`config.mk`:
```
export PLATFORM = sky130hd
export DESIGN_NAME = tick_timer16
export DESIGN_NICKNAME = d
export VERILOG_FILES = /design/src/rtl/tick_timer16_pkg.sv /design/src/rtl/tick_timer16_psc.sv /design/src/rtl/tick_timer16_cnt.sv /design/src/rtl/tick_timer16_irq.sv /design/src/rtl/tick_timer16.sv
export SDC_FILE = /design/constraint.sdc
export NUM_CORES = 1
export LEC_CHECK = 0
export ABC_AREA = 1
export CORE_AREA = 2 2 76 78
export CTS_CLUSTER_SIZE = 25
export DETAILED_ROUTE_END_ITERATION = 7
export DIE_AREA = 0 0 78 80
export PLACE_DENSITY = 0.81
export SETUP_SLACK_MARGIN = 0.05
export SKIP_CTS_REPAIR_TIMING = 1
export SYNTH_ARGS = -nofsm -noshare
export SYNTH_HDL_FRONTEND = slang
export SYNTH_SLANG_ARGS = --single-unit
```
`constraint.sdc`:
```
create_clock -name clk -period 2.2 [get_ports clk]
set_input_delay 0.33 -clock clk [delete_from_list [all_inputs] [get_ports clk]]
set_output_delay 0.33 -clock clk [all_outputs]
set_load 0.01 [all_outputs]
```
`src/rtl/tick_timer16_pkg.sv`:
```
`timescale 1ns/1ps
package tick_timer16_pkg;
  localparam int BYTE_W  = 8;
  localparam int RATIO_W = 3;

  // register select codes; firmware depends on them
  localparam logic [1:0] ADR_CTRL = 2'd0;
  localparam logic [1:0] ADR_LOW  = 2'd1;
  localparam logic [1:0] ADR_HIGH = 2'd2;
  localparam logic [1:0] ADR_STAT = 2'd3;

  // control byte, MSB first: run(7) narrow(6) spare(5:4) bypass(3) ratio(2:0)
  typedef struct packed {
    logic               run;
    logic               narrow;
    logic [1:0]         spare;
    logic               bypass;
    logic [RATIO_W-1:0] ratio;
  } ctrl_t;
endpackage

```
`src/rtl/tick_timer16_psc.sv`:
```
`timescale 1ns/1ps
module tick_timer16_psc #(
  parameter int RATIO_W = 3
) (
  input  logic               clk,
  input  logic               rst_n,
  input  logic               advance,
  input  logic               restart,
  input  logic               bypass,
  input  logic [RATIO_W-1:0] ratio,
  output logic               step
);
  localparam int PSC_W = 1 << RATIO_W;

  logic [PSC_W-1:0] psc_q;
  logic [PSC_W-1:0] psc_d;
  logic [PSC_W-1:0] mask;
  logic             psc_en;

  // bits 0..ratio take part in the terminal-count compare
  for (genvar g = 0; g < PSC_W; g++) begin : g_mask
    assign mask[g] = (RATIO_W'(g) <= ratio);
  end

  always_comb begin
    psc_d = psc_q;
    if (restart)      psc_d = '0;
    else if (advance) psc_d = psc_q + 1'b1;
  end

  assign psc_en = restart | advance;

  always_ff @(posedge clk or negedge rst_n) begin
    if (!rst_n)      psc_q <= '0;
    else if (psc_en) psc_q <= psc_d;
  end

  assign step = advance & (bypass | (&(psc_q | ~mask)));
endmodule

```
`src/rtl/tick_timer16_cnt.sv`:
```
`timescale 1ns/1ps
module tick_timer16_cnt #(
  parameter int BYTE_W = 8
) (
  input  logic                clk,
  input  logic                rst_n,
  input  logic                step,
  input  logic                narrow,
  input  logic                load_lo,
  input  logic                load_hi,
  input  logic                capture,
  input  logic [BYTE_W-1:0]   wdata,
  output logic [2*BYTE_W-1:0] cnt_q,
  output logic [BYTE_W-1:0]   shadow_q,
  output logic                wrap
);
  localparam int CNT_W = 2 * BYTE_W;

  logic [CNT_W-1:0]  cnt_d;
  logic [BYTE_W-1:0] shadow_d;
  logic              cnt_en;
  logic              sh_en;

  always_comb begin
    cnt_d = cnt_q;
    wrap  = 1'b0;
    if (load_lo) begin
      cnt_d = {shadow_q, wdata};
    end else if (step) begin
      if (narrow) begin
        cnt_d[BYTE_W-1:0] = cnt_q[BYTE_W-1:0] + 1'b1;
        wrap              = &cnt_q[BYTE_W-1:0];
      end else begin
        cnt_d = cnt_q + 1'b1;
        wrap  = &cnt_q;
      end
    end
  end

  always_comb begin
    shadow_d = shadow_q;
    if (load_hi)      shadow_d = wdata;
    else if (capture) shadow_d = cnt_q[CNT_W-1:BYTE_W];
  end

  assign cnt_en = load_lo | step;
  assign sh_en  = load_hi | capture;

  always_ff @(posedge clk or negedge rst_n) begin
    if (!rst_n)      cnt_q <= '0;
    else if (cnt_en) cnt_q <= cnt_d;
  end

  always_ff @(posedge clk or negedge rst_n) begin
    if (!rst_n)     shadow_q <= '0;
    else if (sh_en) shadow_q <= shadow_d;
  end
endmodule

```
`src/rtl/tick_timer16_irq.sv`:
```
`timescale 1ns/1ps
module tick_timer16_irq (
  input  logic       clk,
  input  logic       rst_n,
  input  logic       wrap,
  input  logic       load,
  input  logic [2:0] wbits,
  output logic       flag_q,
  output logic       local_q,
  output logic       global_q,
  output logic       irq
);
  logic flag_d;
  logic flag_en;

  // overflow wins over a clearing write at the same edge
  assign flag_d  = wrap | (load ? wbits[0] : flag_q);
  assign flag_en = wrap | load;

  always_ff @(posedge clk or negedge rst_n) begin
    if (!rst_n)       flag_q <= 1'b0;
    else if (flag_en) flag_q <= flag_d;
  end

  always_ff @(posedge clk or negedge rst_n) begin
    if (!rst_n) begin
      local_q  <= 1'b0;
      global_q <= 1'b0;
    end else if (load) begin
      local_q  <= wbits[1];
      global_q <= wbits[2];
    end
  end

  assign irq = flag_q & local_q & global_q;
endmodule

```
`src/rtl/tick_timer16.sv`:
```
`timescale 1ns/1ps
module tick_timer16
  import tick_timer16_pkg::*;
(
  input  logic              clk,
  input  logic              rst_n,
  input  logic              tick_en,
  input  logic [1:0]        bus_addr,
  input  logic              bus_wr,
  input  logic              bus_rd,
  input  logic [BYTE_W-1:0] bus_wdata,
  output logic [BYTE_W-1:0] bus_rdata,
  output logic              irq
);
  localparam int CNT_W = 2 * BYTE_W;

  logic [1:0]        rst_sync_q;
  logic              rst_int_n;
  ctrl_t             ctrl_q;
  logic              wr_ctrl, wr_low, wr_high, wr_stat, rd_low;
  logic              advance, step, wrap;
  logic [CNT_W-1:0]  cnt_q;
  logic [BYTE_W-1:0] shadow_q;
  logic              flag_q, local_q, global_q;

  // asynchronous assert, synchronous release
  always_ff @(posedge clk or negedge rst_n) begin
    if (!rst_n) rst_sync_q <= 2'b00;
    else        rst_sync_q <= {rst_sync_q[0], 1'b1};
  end
  assign rst_int_n = rst_sync_q[1];

  assign wr_ctrl = bus_wr & (bus_addr == ADR_CTRL);
  assign wr_low  = bus_wr & (bus_addr == ADR_LOW);
  assign wr_high = bus_wr & (bus_addr == ADR_HIGH);
  assign wr_stat = bus_wr & (bus_addr == ADR_STAT);
  assign rd_low  = bus_rd & ~bus_wr & (bus_addr == ADR_LOW);

  always_ff @(posedge clk or negedge rst_int_n) begin
    if (!rst_int_n)   ctrl_q <= '1;
    else if (wr_ctrl) ctrl_q <= ctrl_t'(bus_wdata);
  end

  assign advance = ctrl_q.run & tick_en;

  tick_timer16_psc #(.RATIO_W(RATIO_W)) u_psc (
    .clk     (clk),
    .rst_n   (rst_int_n),
    .advance (advance),
    .restart (wr_low),
    .bypass  (ctrl_q.bypass),
    .ratio   (ctrl_q.ratio),
    .step    (step)
  );

  tick_timer16_cnt #(.BYTE_W(BYTE_W)) u_cnt (
    .clk      (clk),
    .rst_n    (rst_int_n),
    .step     (step),
    .narrow   (ctrl_q.narrow),
    .load_lo  (wr_low),
    .load_hi  (wr_high),
    .capture  (rd_low),
    .wdata    (bus_wdata),
    .cnt_q    (cnt_q),
    .shadow_q (shadow_q),
    .wrap     (wrap)
  );

  tick_timer16_irq u_irq (
    .clk      (clk),
    .rst_n    (rst_int_n),
    .wrap     (wrap),
    .load     (wr_stat),
    .wbits    (bus_wdata[2:0]),
    .flag_q   (flag_q),
    .local_q  (local_q),
    .global_q (global_q),
    .irq      (irq)
  );

  always_comb begin
    unique case (bus_addr)
      ADR_CTRL: bus_rdata = ctrl_q;
      ADR_LOW:  bus_rdata = cnt_q[BYTE_W-1:0];
      ADR_HIGH: bus_rdata = shadow_q;
      default:  bus_rdata = {{(BYTE_W-3){1'b0}}, global_q, local_q, flag_q};
    endcase
  end
endmodule

```
==> results of run 1 <==
## cell type report
cell class                      count  area (um^2)
Clock buffer                        6         72.6
Clock inverter                      2         10.0
Fill cell                         478         2110
Inverter                           49          186
Multi-Input combinational cell    270         1430
Sequential cell                    45         1140
Tap cell                           72         90.1
Timing Repair Buffer               38          363
## sequential cells by signal, indices dropped and copies added (netlist names)
register,cells
u_cnt.cnt_q,16
u_irq.global_q,1
u_psc.psc_q,8
u_cnt.shadow_q,8
rst_sync_q,2
u_irq.local_q,1
u_irq.flag_q,1
ctrl_q,8
## kinds of logic (layout without fill, tap and decap cells)
| logic type | count (synthesis) | in the layout |
|---|---|---|
| AO/OA/AOI/OAI | 73 | 73 |
| buffers and inverters | 58 | 95 |
| adder cells (fa/ha/maj) | 2 | 2 |
| XOR/XNOR | 5 | 5 |
| AND/OR/NAND/NOR | 189 | 189 |
| flip-flops | 45 | 45 |
| other | 1 | 1 |
## worst min path at each step
stage | start | end | slack [ns] | cells past startpoint
2_1_floorplan | rst_n | rst_sync_q[0] | 0.03 | 0
3_3_place_gp | rst_sync_q[1] | u_cnt.cnt_q[3] | 0.23 | 0
3_5_place_dp | rst_sync_q[1] | u_cnt.cnt_q[3] | 0.25 | 0
4_1_cts | rst_n | rst_sync_q[0] | 0.17 | 1
6_report | rst_n | rst_sync_q[0] | 0.17 | 1
5_1_grt | rst_n | rst_sync_q[0] | 0.17 | 1
## per-layer routing
layer  GRT usage, %  vias to the layer above
met3           4.30                       13
li1               -                     1289
met4           9.65                        0
met1           30.7                     1261
met5              0                        -
met2           39.5                       92
## where the power goes
group | switching, mW | leakage, nW | total (mW) | internal (mW)
registers | 0.234 | 0.562 | 1.28 | 1.04
clock network | 0.301 | 0.0450 | 0.521 | 0.221
logic | 0.509 | 0.985 | 0.886 | 0.377
## worst max-delay path, stage by stage
cell and delay, ns:
clkdlybuf4s50_1 0.46, buf_4 0.17, nor2_4 0.07, inv_2 0.11, o22ai_1 0.08, a21oi_1 0.12
o21ai_0 0.10, dlymetal6s2s_1 0.18
## cells in the final DEF, fill, tap and decap left out, types with 4 or more instances in the layout
cell type	n
o21ai_0	32
nor2_1	19
o221ai_1	6
dfstp_2	8
clkdlybuf4s50_1	15
inv_2	5
buf_4	15
dfrtp_1	36
nand4_1	4
nand2_1	105
nand3_1	21
nand2_4	5
o21ai_2	10
clkbuf_8	5
xor2_1	5
nor2_4	6
dlymetal6s2s_1	8
nor3_1	11
o21ai_1	6
a21oi_1	11
nor2_2	4
inv_1	43
nand2_2	9
## stage by stage
| step | setup slack [ns] | util (%) | hold WS (ns) |
|---|---|---|---|
| finish | 0.242 | 60.9 | 0.166 |
| global route | 0.172 | 60.9 | 0.166 |
| CTS | -0.172 | 60.4 | 0.167 |
| detailed placement | -0.144 | 58.9 | 0.249 |
| global placement | -0.0815 | 58.9 | 0.231 |
| floorplan | 0.782 | - | 0.0344 |
==> impl_metrics.json, run 1 <==
{
  "timing.final.max_slew_violations": 0,
  "mappedNetlistNets": 390,
  "rsz0062_at_grt": "false",
  "via_per_inst": 5.51,
  "n_antenna_cell": 0,
  "start_util_pct": 53.0,
  "cts.htree.levels": 2,
  "setup_viol": 0,
  "synth_most_common_cell": "nand2_1",
  "placementRows": 27,
  "synth_area_leaders": "dfrtp_1, nand2_1, dfstp_2",
  "commonest_cells_in_the_netlist": "nand2_1, inv_1, dfrtp_1",
  "maxUsedRoutingLayer": "met4",
  "post_synth_fa_ha_maj_area_fraction_pct": 0.873,
  "core-area_mm2": 0.00541,
  "finalHoldViolations": 0,
  "met1Wirelength_um": 3090,
  "outcome": "finished, final reports clean",
  "worst_clock_skew_ns": 0.00906,
  "place.detailed.hpwl_um": 5110,
  "cp_max_fo": 6,
  "cts_tree": "built",
  "endpoint_kind": "primary output",
  "r2r_setup_slack_ns": 0.56,
  "synth_compound_area_share_pct": 15.5,
  "irDropWorstVdd_mv": 0.629,
  "io_pins": 24,
  "synth.mux.area_fraction_pct": 0,
  "period_share_pct": 89.0,
  "grt_pass1_wl_um": 11500,
  "crit_required_ns": 1.87,
  "synth_area_in_xor_xnor_pct": 1.53,
  "crit_path_end": "bus_rdata[1]",
  "setup-tns-final_ns": 0,
  "timing.setup.critical_path_class": "in2out",
  "drv.max_cap_violation_count": 0,
  "ff2ff_path_depth": 12,
  "dieArea_mm2": 0.00624,
  "critical_path.reg2reg.startpoint": "u_cnt.cnt_q[0]",
  "horizontal_die_dimension_um": 78,
  "dominant_combinational_cell_family_by_area_after_synthesis": "simple AND/OR/NAND/NOR gates",
  "ys_ff_latch": 45,
  "syn_to_final_growth_pct": 14.9,
  "yosysTopAreaCellShare_pct": 32.3,
  "avgRoutedWirePerCell_um": 14.5,
  "met3WireLength_um": 385,
  "cts.path.max_buffers": 2,
  "synth_top_cell_by_area": "dfrtp_1",
  "post_synth_instance_area_mm2": 0.00287,
  "reg2reg_to": "u_cnt.cnt_q[12]",
  "ys_warn_count": 0,
  "grt_antenna_before_repair": 0,
  "total_track_usage_pct": 23.8,
  "io_buffer_count": 23,
  "synth-edff-count": 0,
  "grt_start_max_net_pins": 24,
  "design.final.nets": 426,
  "worst_skew_pair.late_latency_ns": 0.32,
  "place_congestion": 0.950,
  "first_iter_violations": 198,
  "yosys.area_share.simple_pct": 31.8,
  "placed_cells": 474,
  "cts_inserted_buffers": 5,
  "power_density_mw_per_mm2": 815,
  "syn-instance-count": 373,
  "design_area_mm2": 0.00329,
  "total_number_of_vias": 2655,
  "clock-sinks": 45,
  "placed_cell_area_mm2": 0.00318,
  "cp-start-kind": "primary input",
  "drc_errors": 0,
  "drt.antenna.violating_nets": 0,
  "peak_freq_mhz": 511,
  "fin_total_pwr_mw": 2.68,
  "clkTransAtPathRegs_ns": 0.09,
  "syn_avg_cell_area_um2": 7.68,
  "post_synth_num_cell_types": 33,
  "grt_overflow_total": 0,
  "startpoint": "bus_addr[0]",
  "leakagePower_nw": 1.59,
  "yosysSeqAreaShare_pct": 39.7,
  "routed-wl-met2_um": 3380,
  "drive_gt1_share_pct": 18.5,
  "routed_wirelength_um": 7010,
  "holdCritPathClass": "in2async",
  "layout.cells.non_filler": 482,
  "dominantRegCellSynth": "dfrtp_1",
  "grt_pass1_vias": 2475,
  "clock_root_buffer": "clkbuf_8",
  "fp.dieH_um": 80,
  "async_set_or_reset_register_ratio_after_synthesis_pct": 100,
  "tritonroute_pass_1_iters": 5,
  "final.min_clock_period_ns": 1.96,
  "cp_data_arrival_time_ns": 1.63
}
No activity file was read; power rests on OpenSTA's default activity.
==> run 2, diff against run 1 <==
--- a/config.mk
+++ b/config.mk
@@ -6,11 +6,11 @@
 export NUM_CORES = 1
 export LEC_CHECK = 0
 export ABC_AREA = 1
-export CORE_AREA = 2 2 76 78
+export CORE_AREA = 2 2 77 79
 export CTS_CLUSTER_SIZE = 25
 export DETAILED_ROUTE_END_ITERATION = 7
-export DIE_AREA = 0 0 78 80
-export PLACE_DENSITY = 0.81
+export DIE_AREA = 0 0 79 81
+export PLACE_DENSITY = 0.82
 export SETUP_SLACK_MARGIN = 0.05
 export SKIP_CTS_REPAIR_TIMING = 1
 export SYNTH_ARGS = -nofsm -noshare
==> constraint.sdc (replaced) <==
create_clock -name clk -period 1.8 [get_ports clk]
set_input_delay 0.27 -clock clk [delete_from_list [all_inputs] [get_ports clk]]
set_output_delay 0.27 -clock clk [all_outputs]
set_load 0.01 [all_outputs]
==> impl_metrics.json, run 2 (synthesized netlist as in run 1, its figures left out) <==
{
  "outcome": "finished, final reports clean",
  "avgRoutedWirePerCell_um": 14.6,
  "worst_skew_pair.late_latency_ns": 0.31,
  "placementRows": 28,
  "fp.dieH_um": 81,
  "total_number_of_vias": 2660,
  "final.min_clock_period_ns": 1.74,
  "leakagePower_nw": 1.57,
  "layout_common_cells": "nand2_1, inv_1, dfrtp_1, o21ai_0",
  "n_antenna_cell": 0,
  "design.final.nets": 434,
  "power_density_mw_per_mm2": 1040,
  "critPathMostFrequentCell": "buf_6",
  "total_track_usage_pct": 24.5,
  "post-route-worst-setup-slack_ns": 0.0589,
  "placed_cell_area_mm2": 0.00322,
  "ff2ff_path_depth": 7,
  "peak_freq_mhz": 574,
  "timing.final.max_slew_violations": 0,
  "drc_errors": 0,
  "grt_antenna_before_repair": 0,
  "startpoint": "bus_addr[0]",
  "io_buffer_count": 23,
  "cts_inserted_buffers": 5,
  "worst_slew_pin_slew_ns": 0.562,
  "grt_start_max_net_pins": 44,
  "drive_gt1_share_pct": 23.7,
  "net-switching-power_mw": 1.32,
  "first_iter_violations": 132,
  "period_share_pct": 96.7,
  "r2r_setup_slack_ns": 0.17,
  "worst_clock_skew_ns": 0.0135,
  "post-place-ws_ns": -0.447,
  "horizontal_die_dimension_um": 79,
  "cp_max_fo": 8,
  "reg2reg_to": "u_psc.psc_q[7]",
  "place.detailed.hpwl_um": 5220,
  "cts.htree.levels": 2,
  "holdCritPathClass": "in2async",
  "start_util_pct": 50.5,
  "cp-start-kind": "primary input",
  "layout.cells.most_common": "nand2_1",
  "combPwrFrac_pct": 33.4,
  "placed_cells": 482,
  "critical_path.cell_chain": "clkdlybuf4s50_1 > buf_6 > nor2_2 > buf_6 > a21oi_2 > o21ai_0 > buf_2",
  "design_area_mm2": 0.00337,
  "critical_path.reg2reg.startpoint": "ctrl_q[7]",
  "io_pins": 24,
  "int_pwr_mw": 2.17,
  "cts_tree": "built",
  "core-area_mm2": 0.00568,
  "largest_reg_flops": 16,
  "p_seq_share_pct": 44.1,
  "irDropWorstVdd_mv": 0.593,
  "cp_data_arrival_time_ns": 1.47,
  "rsz0062_at_grt": "true",
  "grt_overflow_total": 0,
  "grt_pass1_wl_um": 12200,
  "place_congestion": 0.882,
  "timing.critical_path.slowest_stage_cell": "clkdlybuf4s50_1",
  "dieArea_mm2": 0.00640,
  "finalHoldViolations": 0,
  "grt_pass1_vias": 2718,
  "via_per_inst": 5.40,
  "clock-sinks": 45,
  "drv.max_cap_violation_count": 0,
  "sw_frac_of_total_pct": 37.9,
  "clock_root_buffer": "clkbuf_8",
  "slew-limit-headroom_pct": 62.5,
  "layout.cells.non_filler": 493,
  "drt.antenna.violating_nets": 0,
  "cts.path.max_buffers": 2,
  "worst_path_largest_cell_delay_ns": 0.47,
  "power.clock.fraction_pct": 22.6,
  "post_route_core_utilization_pct": 59.4,
  "endpoint_kind": "primary output",
  "clkTransAtPathRegs_ns": 0.09,
  "tritonroute_pass_1_iters": 4,
  "registers.top_by_ff_count": "u_cnt.cnt_q",
  "routed_wirelength_um": 7180,
  "setup-tns-final_ns": 0,
  "timing.setup.critical_path_class": "in2out",
  "setup_viol": 0,
  "syn_to_final_growth_pct": 17.6,
  "crit_required_ns": 1.53
}
==> run 2: cell count changes in the layout (fill, tap and decap cells not counted), sizes merged <==
cell	before	now
clkinv	2	1
bufinv	0	1
dlymetal6s2s	8	2
clkinvlp	0	1
clkbuf	6	8
buf	15	28
clkdlybuf4s50	15	13
==> run 2: final cells by class <==
cell class	count	area, um^2
timing repair buffer	46	375
sequential	45	1140
tap	75	93.8
clock buffer	5	68.8
clock inverter	3	46.3
fill	523	2300
inverter	49	191
multi-input combinational	270	1460
==> run 2: worst max-delay path: cells and delay by family <==
kind / cells / cell delay, ns
AND/OR/NAND/NOR: 1 / 0.06
buffers and inverters: 4 / 0.90
AO/OA/AOI/OAI: 2 / 0.23
==> run 2: how the worst max path moves through the flow <==
stage,end,slack [ns],depth (start not counted)
after detailed placement,bus_rdata[1],-0.45,8
after global placement,bus_rdata[1],-0.38,8
after global routing,bus_rdata[0],0.005,8
after floorplan,u_cnt.cnt_q[2],0.38,11
final,bus_rdata[0],0.06,7
after CTS,bus_rdata[1],-0.45,8
==> run 2: power by group through the flow <==
stage / registers [mW] / clock network (mW) / logic (mW)
final: 1.54 / 0.789 / 1.16
after global routing: 1.57 / 0.846 / 1.33
after CTS: 1.53 / 0.811 / 1.13
after detailed placement: 1.55 / 0 / 1.12
after global placement: 1.54 / 0 / 1.07
after floorplan: 1.49 / 0 / 0.825
==> run 2: per-layer routing <==
metal  share of wire, %  GRT usage (%)
met2                 50           42.4
met1                 43           29.7
met3                5.6           5.78
met5                  0              0
met4                1.8           9.83
==> run 2: metrics by stage <==
stage / hold WS [ns] / power [mW]
after global placement: 0.337 / 2.61
final: 0.127 / 3.49
after floorplan: -0.0256 / 2.31
after global routing: 0.122 / 3.74
after CTS: 0.124 / 3.47
after detailed placement: 0.365 / 2.67
==> run 3, diff against run 2 <==
--- a/config.mk
+++ b/config.mk
@@ -6,11 +6,12 @@
 export NUM_CORES = 1
 export LEC_CHECK = 0
 export ABC_AREA = 1
-export CORE_AREA = 2 2 77 79
+export CORE_AREA = 2 2 74 76
 export CTS_CLUSTER_SIZE = 25
 export DETAILED_ROUTE_END_ITERATION = 7
-export DIE_AREA = 0 0 79 81
-export PLACE_DENSITY = 0.82
+export DIE_AREA = 0 0 76 78
+export DONT_BUFFER_PORTS = 1
+export PLACE_DENSITY = 0.81
 export SETUP_SLACK_MARGIN = 0.05
 export SKIP_CTS_REPAIR_TIMING = 1
 export SYNTH_ARGS = -nofsm -noshare
==> impl_metrics.json, run 3 (synthesized netlist as in run 1, its figures left out) <==
{
  "power.clock.fraction_pct": 23.8,
  "first_iter_violations": 206,
  "period_share_pct": 87.7,
  "endpoint_kind": "primary output",
  "io_buffer_count": 0,
  "placed_cell_area_mm2": 0.00288,
  "via_per_inst": 5.70,
  "dieArea_mm2": 0.00593,
  "path_buf_inv": 0,
  "layout_common_cells": "nand2_1, inv_1, dfrtp_1, o21ai_0, nand3_1",
  "combPwrFrac_pct": 30.3,
  "drv.max_cap_violation_count": 0,
  "cp_data_arrival_time_ns": 1.31,
  "holdCritPathClass": "in2reg",
  "layout.cells.most_common": "nand2_1",
  "cp-start-kind": "flip-flop",
  "clock_root_buffer": "clkbuf_8",
  "startpoint": "ctrl_q[2]",
  "grt_overflow_total": 0,
  "clkTransAtPathRegs_ns": 0.09,
  "cts.path.max_buffers": 2,
  "total_track_usage_pct": 25.4,
  "final.min_clock_period_ns": 1.58,
  "n_antenna_cell": 0,
  "rsz0062_at_grt": "true",
  "critical_path.reg2reg.startpoint": "ctrl_q[7]",
  "cts.htree.levels": 2,
  "start_util_pct": 56.8,
  "registers.top_by_ff_count": "u_cnt.cnt_q",
  "power_density_mw_per_mm2": 1120,
  "grt_pass1_wl_um": 12000,
  "design_area_mm2": 0.00303,
  "place.detailed.hpwl_um": 5140,
  "timing.hold.worst_endpoint": "ctrl_q[6]",
  "timing.setup.critical_path_class": "reg2out",
  "design.final.nets": 397,
  "layout.cells.non_filler": 451,
  "cts_inserted_buffers": 5,
  "largest_reg_flops": 16,
  "irDropWorstVdd_mv": 0.661,
  "drc_errors": 0,
  "ff2ff_path_depth": 7,
  "fp.dieH_um": 78,
  "setup_viol": 0,
  "clock-sinks": 45,
  "crit_required_ns": 1.53,
  "setup-tns-final_ns": 0,
  "int_pwr_mw": 2.12,
  "worst_path_largest_cell_delay_ns": 0.61,
  "drive_gt1_share_pct": 17.8,
  "net-switching-power_mw": 1.27,
  "place_congestion": 0.929,
  "leakagePower_nw": 1.38,
  "critical-path-top-delay-family": "flip-flops",
  "reg2reg_to": "u_psc.psc_q[7]",
  "avgRoutedWirePerCell_um": 15.5,
  "syn_to_final_growth_pct": 5.81,
  "timing.critical_path.slowest_stage_cell": "dfstp_2",
  "placementRows": 26,
  "timing.final.max_slew_violations": 0,
  "grt_antenna_before_repair": 0,
  "p_seq_share_pct": 45.9,
  "io_pins": 24,
  "hold_path_startpoint": "bus_wdata[6]",
  "sw_frac_of_total_pct": 37.5,
  "horizontal_die_dimension_um": 76,
  "placed_cells": 440,
  "grt_pass1_vias": 2532,
  "core-area_mm2": 0.00504,
  "tritonroute_pass_1_iters": 4,
  "fin_total_pwr_mw": 3.38,
  "peak_freq_mhz": 634,
  "critical_path.cell_chain": "nand2_1 > a22oi_1",
  "routed_wirelength_um": 6980,
  "cp_max_fo": 8,
  "worst_clock_skew_ns": 0.00574,
  "grt_start_max_net_pins": 36,
  "outcome": "finished, final reports clean",
  "worst_skew_pair.late_latency_ns": 0.30,
  "min_delay_path_depth": 2,
  "total_number_of_vias": 2570,
  "finalHoldViolations": 0,
  "post-place-ws_ns": 0.208,
  "post-route-worst-setup-slack_ns": 0.222,
  "cts_tree": "built",
  "r2r_setup_slack_ns": 0.23,
  "drt.antenna.violating_nets": 0
}
## run 3: cell types whose count changed in the layout (fill, tap and decap cells not counted), sizes merged
| cell | previous run | this run |
|---|---|---|
| buf | 28 | 8 |
| clkbuf | 8 | 7 |
| clkdlybuf4s50 | 13 | 0 |
| clkinv | 1 | 0 |
| clkinvlp | 1 | 0 |
| dlygate4sd3 | 0 | 1 |
| dlymetal6s2s | 2 | 0 |
## run 3: power groups by stage
stage | Clock, mW | Sequential [mW] | Combinational [mW]
floorplan | 0 | 1.49 | 0.825
global placement | 0 | 1.56 | 0.936
detailed placement | 0 | 1.56 | 0.965
CTS | 0.820 | 1.55 | 0.973
global route | 0.854 | 1.59 | 1.17
finish | 0.805 | 1.55 | 1.03
## run 3: stage by stage
| stage | hold WS [ns] | util [%] |
|---|---|---|
| after detailed placement | -0.0255 | 57.2 |
| after global routing | 0.0894 | 60.1 |
| final | 0.0933 | 60.1 |
| after floorplan | -0.0256 | - |
| after global placement | -0.0255 | 57.2 |
| after CTS | -0.351 | 59.5 |
## run 3: final cells by class
type / instances / area [um^2]
Inverter: 49 / 186
Multi-Input combinational cell: 270 / 1430
Fill cell: 454 / 2010
Timing Repair Buffer: 9 / 70.1
Clock buffer: 7 / 86.3
Clock inverter: 1 / 30.0
Tap cell: 70 / 87.6
Sequential cell: 45 / 1140
## run 3: how the worst max path moves through the flow
stage / end / depth (start not counted) / slack (ns)
after global placement: u_psc.psc_q[7] / 7 / 0.23
after global routing: u_psc.psc_q[7] / 7 / 0.04
after detailed placement: u_psc.psc_q[7] / 7 / 0.21
final: bus_rdata[2] / 2 / 0.22
after CTS: u_psc.psc_q[7] / 7 / 0.19
after floorplan: u_cnt.cnt_q[2] / 11 / 0.38
## run 3: metal layers
metal / GRT usage [%] / routed length, um / up-vias
met4: 11.3 / 183 / 0
met5: 0 / 0 / -
met1: 32.3 / 2890 / 1203
li1: - / - / 1225
met2: 41.4 / 3280 / 123
met3: 6.28 / 622 / 19
